`src/rtl/irq_sel_pkg.sv`:
```
package irq_sel_pkg;

  localparam int SRC_COUNT = 14;

  localparam int S_SRESET = 0;
  localparam int S_MCHK   = 1;
  localparam int S_DEBUG  = 2;
  localparam int S_HDEC   = 3;
  localparam int S_EXT    = 4;
  localparam int S_CEXT   = 5;
  localparam int S_WDOG   = 6;
  localparam int S_CDBELL = 7;
  localparam int S_FIT    = 8;
  localparam int S_PIT    = 9;
  localparam int S_DEC    = 10;
  localparam int S_DBELL  = 11;
  localparam int S_PERF   = 12;
  localparam int S_THERM  = 13;

  typedef enum logic [2:0] {
    GATE_NONE, GATE_MCHK, GATE_HDEC, GATE_EXT, GATE_CRIT, GATE_LOW
  } gate_cls_e;

  typedef enum logic [1:0] {
    CLR_ON_TAKE, CLR_NEVER, CLR_BY_CFG
  } clr_cls_e;

  typedef struct packed {
    logic ext_en;
    logic mchk_en;
    logic crit_en;
    logic hv_state;
    logic hv_exists;
    logic hdec_enable;
    logic ext_hv_route;
  } state_gate_t;

  function automatic gate_cls_e gate_of(int idx);
    case (idx)
      S_SRESET, S_DEBUG:        return GATE_NONE;
      S_MCHK:                   return GATE_MCHK;
      S_HDEC:                   return GATE_HDEC;
      S_EXT:                    return GATE_EXT;
      S_CEXT, S_WDOG, S_CDBELL: return GATE_CRIT;
      default:                  return GATE_LOW;
    endcase
  endfunction

  function automatic clr_cls_e clr_of(int idx);
    case (idx)
      S_EXT, S_CEXT: return CLR_NEVER;
      S_DEC:         return CLR_BY_CFG;
      default:       return CLR_ON_TAKE;
    endcase
  endfunction

endpackage

```
`src/rtl/irq_elig.sv`:
```
module irq_elig
  import irq_sel_pkg::*;
#(
  parameter int N_SRC = SRC_COUNT
) (
  input  state_gate_t      gate,
  input  logic [N_SRC-1:0] pend,
  output logic [N_SRC-1:0] elig
);

  logic ext_ok;
  logic hdec_ok;

  // external may bypass ext_en for a guest when not routed to the hypervisor
  assign ext_ok  = gate.ext_en |
                   (gate.hv_exists & ~gate.hv_state & ~gate.ext_hv_route);
  assign hdec_ok = gate.hdec_enable & (gate.ext_en | ~gate.hv_state);

  for (genvar i = 0; i < N_SRC; i++) begin : g_src
    localparam gate_cls_e CLS = gate_of(i);
    logic cond;
    if (CLS == GATE_NONE) begin : g_none
      assign cond = 1'b1;
    end else if (CLS == GATE_MCHK) begin : g_mchk
      assign cond = gate.mchk_en;
    end else if (CLS == GATE_HDEC) begin : g_hdec
      assign cond = hdec_ok;
    end else if (CLS == GATE_EXT) begin : g_ext
      assign cond = ext_ok;
    end else if (CLS == GATE_CRIT) begin : g_crit
      assign cond = gate.crit_en;
    end else begin : g_low
      assign cond = gate.ext_en;
    end
    assign elig[i] = pend[i] & cond;
  end

endmodule

```
`src/rtl/irq_pick.sv`:
```
module irq_pick #(
  parameter int N_SRC  = 14,
  parameter int CODE_W = $clog2(N_SRC)
) (
  input  logic [N_SRC-1:0]  elig,
  output logic [N_SRC-1:0]  grant,
  output logic [CODE_W-1:0] code,
  output logic              any
);

  // scan from the bottom so the lowest index is written last and wins
  always_comb begin
    grant = '0;
    code  = '0;
    for (int i = N_SRC - 1; i >= 0; i--) begin
      if (elig[i]) begin
        grant    = '0;
        grant[i] = 1'b1;
        code     = CODE_W'(i);
      end
    end
  end

  assign any = |elig;

endmodule

```
`src/rtl/irq_pend_bank.sv`:
```
module irq_pend_bank #(
  parameter int N_SRC = 14
) (
  input  logic             clk,
  input  logic             rst,
  input  logic [N_SRC-1:0] set_i,
  input  logic [N_SRC-1:0] clr_i,
  output logic [N_SRC-1:0] pend_q
);

  // a set pulse overrides a clear of the same bit on the same edge
  always_ff @(posedge clk) begin
    if (rst) pend_q <= '0;
    else     pend_q <= (pend_q & ~clr_i) | set_i;
  end

endmodule

```
`src/rtl/irq_prio_sel.sv`:
```
module irq_prio_sel
  import irq_sel_pkg::*;
#(
  parameter int N_SRC  = SRC_COUNT,
  parameter int CODE_W = $clog2(N_SRC)
) (
  input  logic              clk,
  input  logic              rst,
  input  logic [N_SRC-1:0]  set_i,
  input  logic              ext_en,
  input  logic              mchk_en,
  input  logic              crit_en,
  input  logic              hv_state,
  input  logic              hv_exists,
  input  logic              hdec_enable,
  input  logic              ext_hv_route,
  input  logic              dec_clear_cfg,
  input  logic              accept,
  output logic              pend_any,
  output logic              take_vld,
  output logic [N_SRC-1:0]  take_onehot,
  output logic [CODE_W-1:0] take_code
);

  state_gate_t       gate;
  logic [N_SRC-1:0]  pend_q;
  logic [N_SRC-1:0]  elig;
  logic [N_SRC-1:0]  grant;
  logic [CODE_W-1:0] code;
  logic              any_elig;
  logic              fire;
  logic [N_SRC-1:0]  clr_ok;
  logic [N_SRC-1:0]  clr_vec;

  assign gate = '{ext_en:       ext_en,
                  mchk_en:      mchk_en,
                  crit_en:      crit_en,
                  hv_state:     hv_state,
                  hv_exists:    hv_exists,
                  hdec_enable:  hdec_enable,
                  ext_hv_route: ext_hv_route};

  irq_pend_bank #(.N_SRC(N_SRC)) u_bank (
    .clk    (clk),
    .rst    (rst),
    .set_i  (set_i),
    .clr_i  (clr_vec),
    .pend_q (pend_q)
  );

  irq_elig #(.N_SRC(N_SRC)) u_elig (
    .gate (gate),
    .pend (pend_q),
    .elig (elig)
  );

  irq_pick #(.N_SRC(N_SRC), .CODE_W(CODE_W)) u_pick (
    .elig  (elig),
    .grant (grant),
    .code  (code),
    .any   (any_elig)
  );

  for (genvar i = 0; i < N_SRC; i++) begin : g_clr
    localparam clr_cls_e POL = clr_of(i);
    if (POL == CLR_ON_TAKE) begin : g_take
      assign clr_ok[i] = 1'b1;
    end else if (POL == CLR_NEVER) begin : g_keep
      assign clr_ok[i] = 1'b0;
    end else begin : g_cfg
      assign clr_ok[i] = dec_clear_cfg;
    end
  end

  assign fire    = accept & any_elig;
  assign clr_vec = fire ? (grant & clr_ok) : '0;

  always_ff @(posedge clk) begin
    if (rst) begin
      take_vld    <= 1'b0;
      take_onehot <= '0;
      take_code   <= '0;
    end else begin
      take_vld    <= fire;
      take_onehot <= fire ? grant : '0;
      take_code   <= fire ? code : '0;
    end
  end

  assign pend_any = |pend_q;

endmodule

```
`config.mk`:
```
export PLATFORM = sky130hd
export DESIGN_NAME = irq_prio_sel
export DESIGN_NICKNAME = d
export VERILOG_FILES = /design/src/rtl/irq_sel_pkg.sv /design/src/rtl/irq_elig.sv /design/src/rtl/irq_pick.sv /design/src/rtl/irq_pend_bank.sv /design/src/rtl/irq_prio_sel.sv
export SDC_FILE = /design/constraint.sdc
export NUM_CORES = 1
export LEC_CHECK = 0
export BUFFER_PORTS_ARGS = -buffer_cell sky130_fd_sc_hd__buf_2
export CORE_UTILIZATION = 30
export CTS_BUF_LIST = sky130_fd_sc_hd__clkbuf_16
export CTS_CLUSTER_SIZE = 24
export DETAILED_ROUTE_END_ITERATION = 8
export GPL_TIMING_DRIVEN = 0
export PLACE_DENSITY_LB_ADDON = 0.08
export SKIP_LAST_GASP = 1
export SYNTH_ARGS = -nofsm -noshare
export SYNTH_HDL_FRONTEND = slang
export SYNTH_SLANG_ARGS = --single-unit
```
`constraint.sdc`:
```
create_clock -name clk -period 2 [get_ports clk]
set_input_delay 0.2 -clock clk [delete_from_list [all_inputs] [get_ports clk]]
set_output_delay 0.2 -clock clk [all_outputs]
set_load 0.05 [all_outputs]
```
* Word level (Yosys, flattened, before mapping) *
Index checks and enable logic that the tools add are counted.

storage, ports and cells
  register bits after elaboration = 33
  bits of input ports = 25
  output and inout port bits = 20
  logic and storage cells = 67

operators by class
  multiplexer cells = 28
  bitwise operators = 25
  reductions and logical operators = 7

operators with widths
  cell              number
  $mux 14           15
  $and 14x14->14    2
  $reduce_or 14->1  2
  $mux 4            6
  $and 1x1->1       16
  $not 14->14       1
  $or 14x14->14     1
  $mux 3            4
  $reduce_or 10->1  1
  $reduce_or 6->1   1
  $mux 2            2
  $reduce_or 4->1   1
  $not 1->1         3
  $reduce_or 3->1   1
  $or 1x1->1        2
  $reduce_or 2->1   1
  $mux 1            1

* Longest topological paths before layout *
  depth after elaboration = 20
  mapped depth = 6
  depth with buffers taken out = 4

* Hierarchy *
A second synthesis with hierarchy kept.

unflattened totals
  cells, all modules = 179
  area, all modules = 1566.5 um2

by module, submodules not included
  module         instances  cells each  area each (um2)  seq. area each (um2)
  irq_prio_sel   1          60          668.1            380.4
  irq_pend_bank  1          57          501.7            280.3
  irq_pick       1          45          286.5            0.0
  irq_elig       1          17          110.1            0.0

* Least setup slack after synthesis *
No wires, ideal clock.

  path kind = reg2reg
  start point = reg u_bank.pend_q[4]
  end point = reg u_bank.pend_q[10]
  setup time = 0.141 ns
  arrival = 1.387 ns
  required time = 1.859 ns
  setup slack = 0.472 ns
  cell stages (with the launch flop) = 5
  path buffers = 0
  clock period less this slack = 1.528 ns
  cells stage by stage = dfxtp_1 -> and4bb_2 -> nand4b_4 -> nor4b_1 -> a311oi_1

on the way
  cells in the longest elaborated chain, start to end = 11
  elaborated cells on any way between the ends = 13
  those cells by class = 6 x mux; 6 x bitwise; 1 x reduce/logical

RTL lines
  element                 line                 source
  from (decl)             irq_pend_bank.sv:8   output logic [N_SRC-1:0] pend_q
  from (signal assigned)  irq_pend_bank.sv:14  else pend_q <= (pend_q & ~clr_i) | set_i;
  $and 1x1->1 (*)         irq_elig.sv:35       assign elig[i] = pend[i] & cond;
  $mux 14 (5 in series)   irq_pick.sv:16       if (elig[i]) begin
  $and 14x14->14          irq_prio_sel.sv:76   assign clr_vec = fire ? (grant & clr_ok) : '0;
  $mux 14 (*)             irq_prio_sel.sv:76
  $not 14->14 (*)         irq_pend_bank.sv:14
  $and 14x14->14 (*)      irq_pend_bank.sv:14
  $or 14x14->14 (*)       irq_pend_bank.sv:14

Every way passes the cells marked *; elsewhere a longest branch is shown, timed or not.
A chain may end at the register's enable or synchronous reset.

* Worst setup path after layout *
Same ends and word-level chain as after synthesis.

==> impl_metrics.json <==
{
  "die_h_um": 70.2,
  "syn-num-nets": 176,
  "synth_cell_types": 45,
  "clk_latency_ns": 0.27,
  "vias": 1275,
  "cts_tree": "yes",
  "comb_power_share": 0.134,
  "grt_pass1_vias": 1243,
  "endpoint_kind": "register",
  "postCtsSetupRepairBufs": 0,
  "regArea_sq_um": 661,
  "grt_pass1_wl_um": 6000,
  "place_hpwl_um": 2680,
  "start_util": 0.316,
  "synth_seq_area_share": 0.474,
  "switchingPower_w": 0.000430,
  "cap_violations": 0,
  "utilization": 0.410,
  "drive_gt1_frac": 0.292,
  "path_clk_slew_ns": 0.05,
  "report.final.slew_viol_count": 0,
  "synth-edff-count": 0,
  "fin_skew_ns": 0.00117,
  "vias_per_cell": 5.02,
  "dieArea_sq_um": 4920,
  "slew_headroom": 0.540,
  "syn_avg_cell_area_sq_um": 9.23,
  "arrival_ns": 2.02,
  "numCtsBuffers": 5,
  "root_buffer": "clkbuf_16",
  "hold_start": "dec_clear_cfg",
  "cts_sinks": 33,
  "remaining_drc_errors": 0,
  "placed_area_sq_um": 1670,
  "peakVddDrop_v": 0.000301,
  "critPathKind": "reg -> reg",
  "ys_ff_latch": 33,
  "fmax_ghz": 0.527,
  "totalWireLength_um": 3560,
  "synth-async-reset-ratio": 0,
  "min_path_cells": 2,
  "worst-path-max-fanout": 8,
  "layout_commonest_cell": "buf_2",
  "die_x_um": 70.2,
  "multi_input_area_sq_um": 673,
  "antenna_found_initial": 0,
  "final.setup.tns_ns": 0,
  "setup_viol": 0,
  "fillers": 464,
  "dr.pass1.iters": 4,
  "power.density_nw_per_um2": 912,
  "regToRegSetupSlack_ns": 0.10,
  "syn_area_sq_um": 1390,
  "hold_path.class": "in -> reg",
  "tightest_slew_ns": 0.681,
  "synthFlopType": "dfxtp_1",
  "leakagePower_nw": 0.798,
  "cts_resized": 0,
  "startpoint_type": "register",
  "required_ns": 2.13,
  "grtUsageTotal": 0.160,
  "sequentialPowerShare": 0.438,
  "status": "completed",
  "grt_overflow_total": 0,
  "synthesis.instances": 151,
  "ys.warnings.count": 0,
  "min_period_over_period": 0.948,
  "drtIter0Drc": 80,
  "htreeDepth": 2,
  "fin_nets": 226,
  "row_count": 24,
  "core_area_sq_um": 4410,
  "final_cell_mix": "buf_2 (43), dfxtp_1 (33), nor2_1 (28)",
  "timing.hold.ws_ns": 0.117,
  "gp_congestion": 0.806,
  "diodes": 0,
  "internal-power_w": 0.00122,
  "fin_crit_ns": 1.90,
  "avgRoutedWirePerCell_um": 14.0,
  "r2r_start": "u_bank.pend_q[4]",
  "grt_max_degree": 11,
  "r2r_end": "u_bank.pend_q[10]",
  "io_buffers": 43,
  "finalInstanceArea_sq_um": 1810,
  "switching_share": 0.260,
  "io-pin-count": 45,
  "syn_to_final_growth_pct": 30.0,
  "clkPwrFrac": 0.428,
  "rsz0062_at_grt": "false",
  "rr_worst_depth": 4,
  "min_to": "u_bank.pend_q[10]",
  "clock_path_buffers": 2,
  "cts_hold_buffers": 0,
  "final_antenna_net_count": 0,
  "hold_violations": 0
}
[final cells by class]
| class | instances | area share |
|---|---|---|
| plain buffers | 4 | 0.0145 |
| clock buffers | 5 | 0.0691 |
| clock inverters | 3 | 0.00691 |
| inverters | 9 | 0.0186 |
| multi-input cells | 105 | 0.372 |
| flip-flops and latches | 33 | 0.365 |
| well taps | 52 | 0.0359 |
| repair buffers | 43 | 0.119 |
[cells by family after synthesis]
logic type / count (synthesis) / share of synthesized area
buffers and inverters: 13 / 0.0431
AOI/OAI and AO/OA: 30 / 0.160
DFF: 33 / 0.474
and+or+nand+nor: 75 / 0.323
[synth_stat cells, drive strengths merged (3+ instances only)]
library cell   n  area, sq um
nand2b         5         31.3
nor2b          3         18.8
a311oi         3         26.3
buf            3         22.5
a211oi         5         37.5
nor4           6         52.6
inv            9         33.8
dfxtp         33          661
a21oi          6         30.0
nand2          7         26.3
o21ai          5         28.8
nor3b          4         41.3
nor2          28          105
nor3           6         30.0
[state kept, by name, summed over array words and instances, names as in the netlist]
signal,cells
take_onehot,14
u_bank.pend_q,14
take_code,4
take_vld,1
[metal layers]
metal  global-route usage  part of all wire
met4               0.0667             0.020
met3               0.0519             0.058
met2                0.234              0.42
met1                0.214              0.50
met5                    0                 0
[critical path, stage by stage (launching register included)]
cell and delay (ns):
dfxtp_1 0.35, and4bb_2 0.27, nand4b_4 0.27, nor4b_1 0.68, a311oi_1 0.18
[worst max path at each step]
stage                           startpoint                 to  slack (ns)  depth (start not counted)
final                     u_bank.pend_q[4]  u_bank.pend_q[10]        0.10                          4
after global routing      u_bank.pend_q[4]  u_bank.pend_q[10]       0.005                          4
after detailed placement  u_bank.pend_q[4]  u_bank.pend_q[10]        0.13                          4
after floorplan           u_bank.pend_q[4]  u_bank.pend_q[10]        0.47                          4
after CTS                 u_bank.pend_q[4]  u_bank.pend_q[10]        0.12                          4
after global placement    u_bank.pend_q[4]  u_bank.pend_q[10]        0.17                          4
[power groups by stage]
stage / clock [W] / combinational, W / sequential (W)
detailed placement: 0 / 0.000222 / 0.000736
finish: 0.000708 / 0.000222 / 0.000723
CTS: 0.000726 / 0.000223 / 0.000722
floorplan: 0 / 0.000130 / 0.000754
global route: 0.000761 / 0.000247 / 0.000728
global placement: 0 / 0.000220 / 0.000735
[through the flow]
| stage | worst slack (ns) | cells | total power, W |
|---|---|---|---|
| floorplan | 0.472 | 151 | 0.000884 |
| global placement | 0.174 | 246 | 0.000955 |
| detailed placement | 0.132 | 246 | 0.000958 |
| CTS | 0.116 | 254 | 0.00167 |
| global route | 0.00548 | 254 | 0.00174 |
| finish | 0.104 | 254 | 0.00165 |
(Power assumes the default switching activity.)
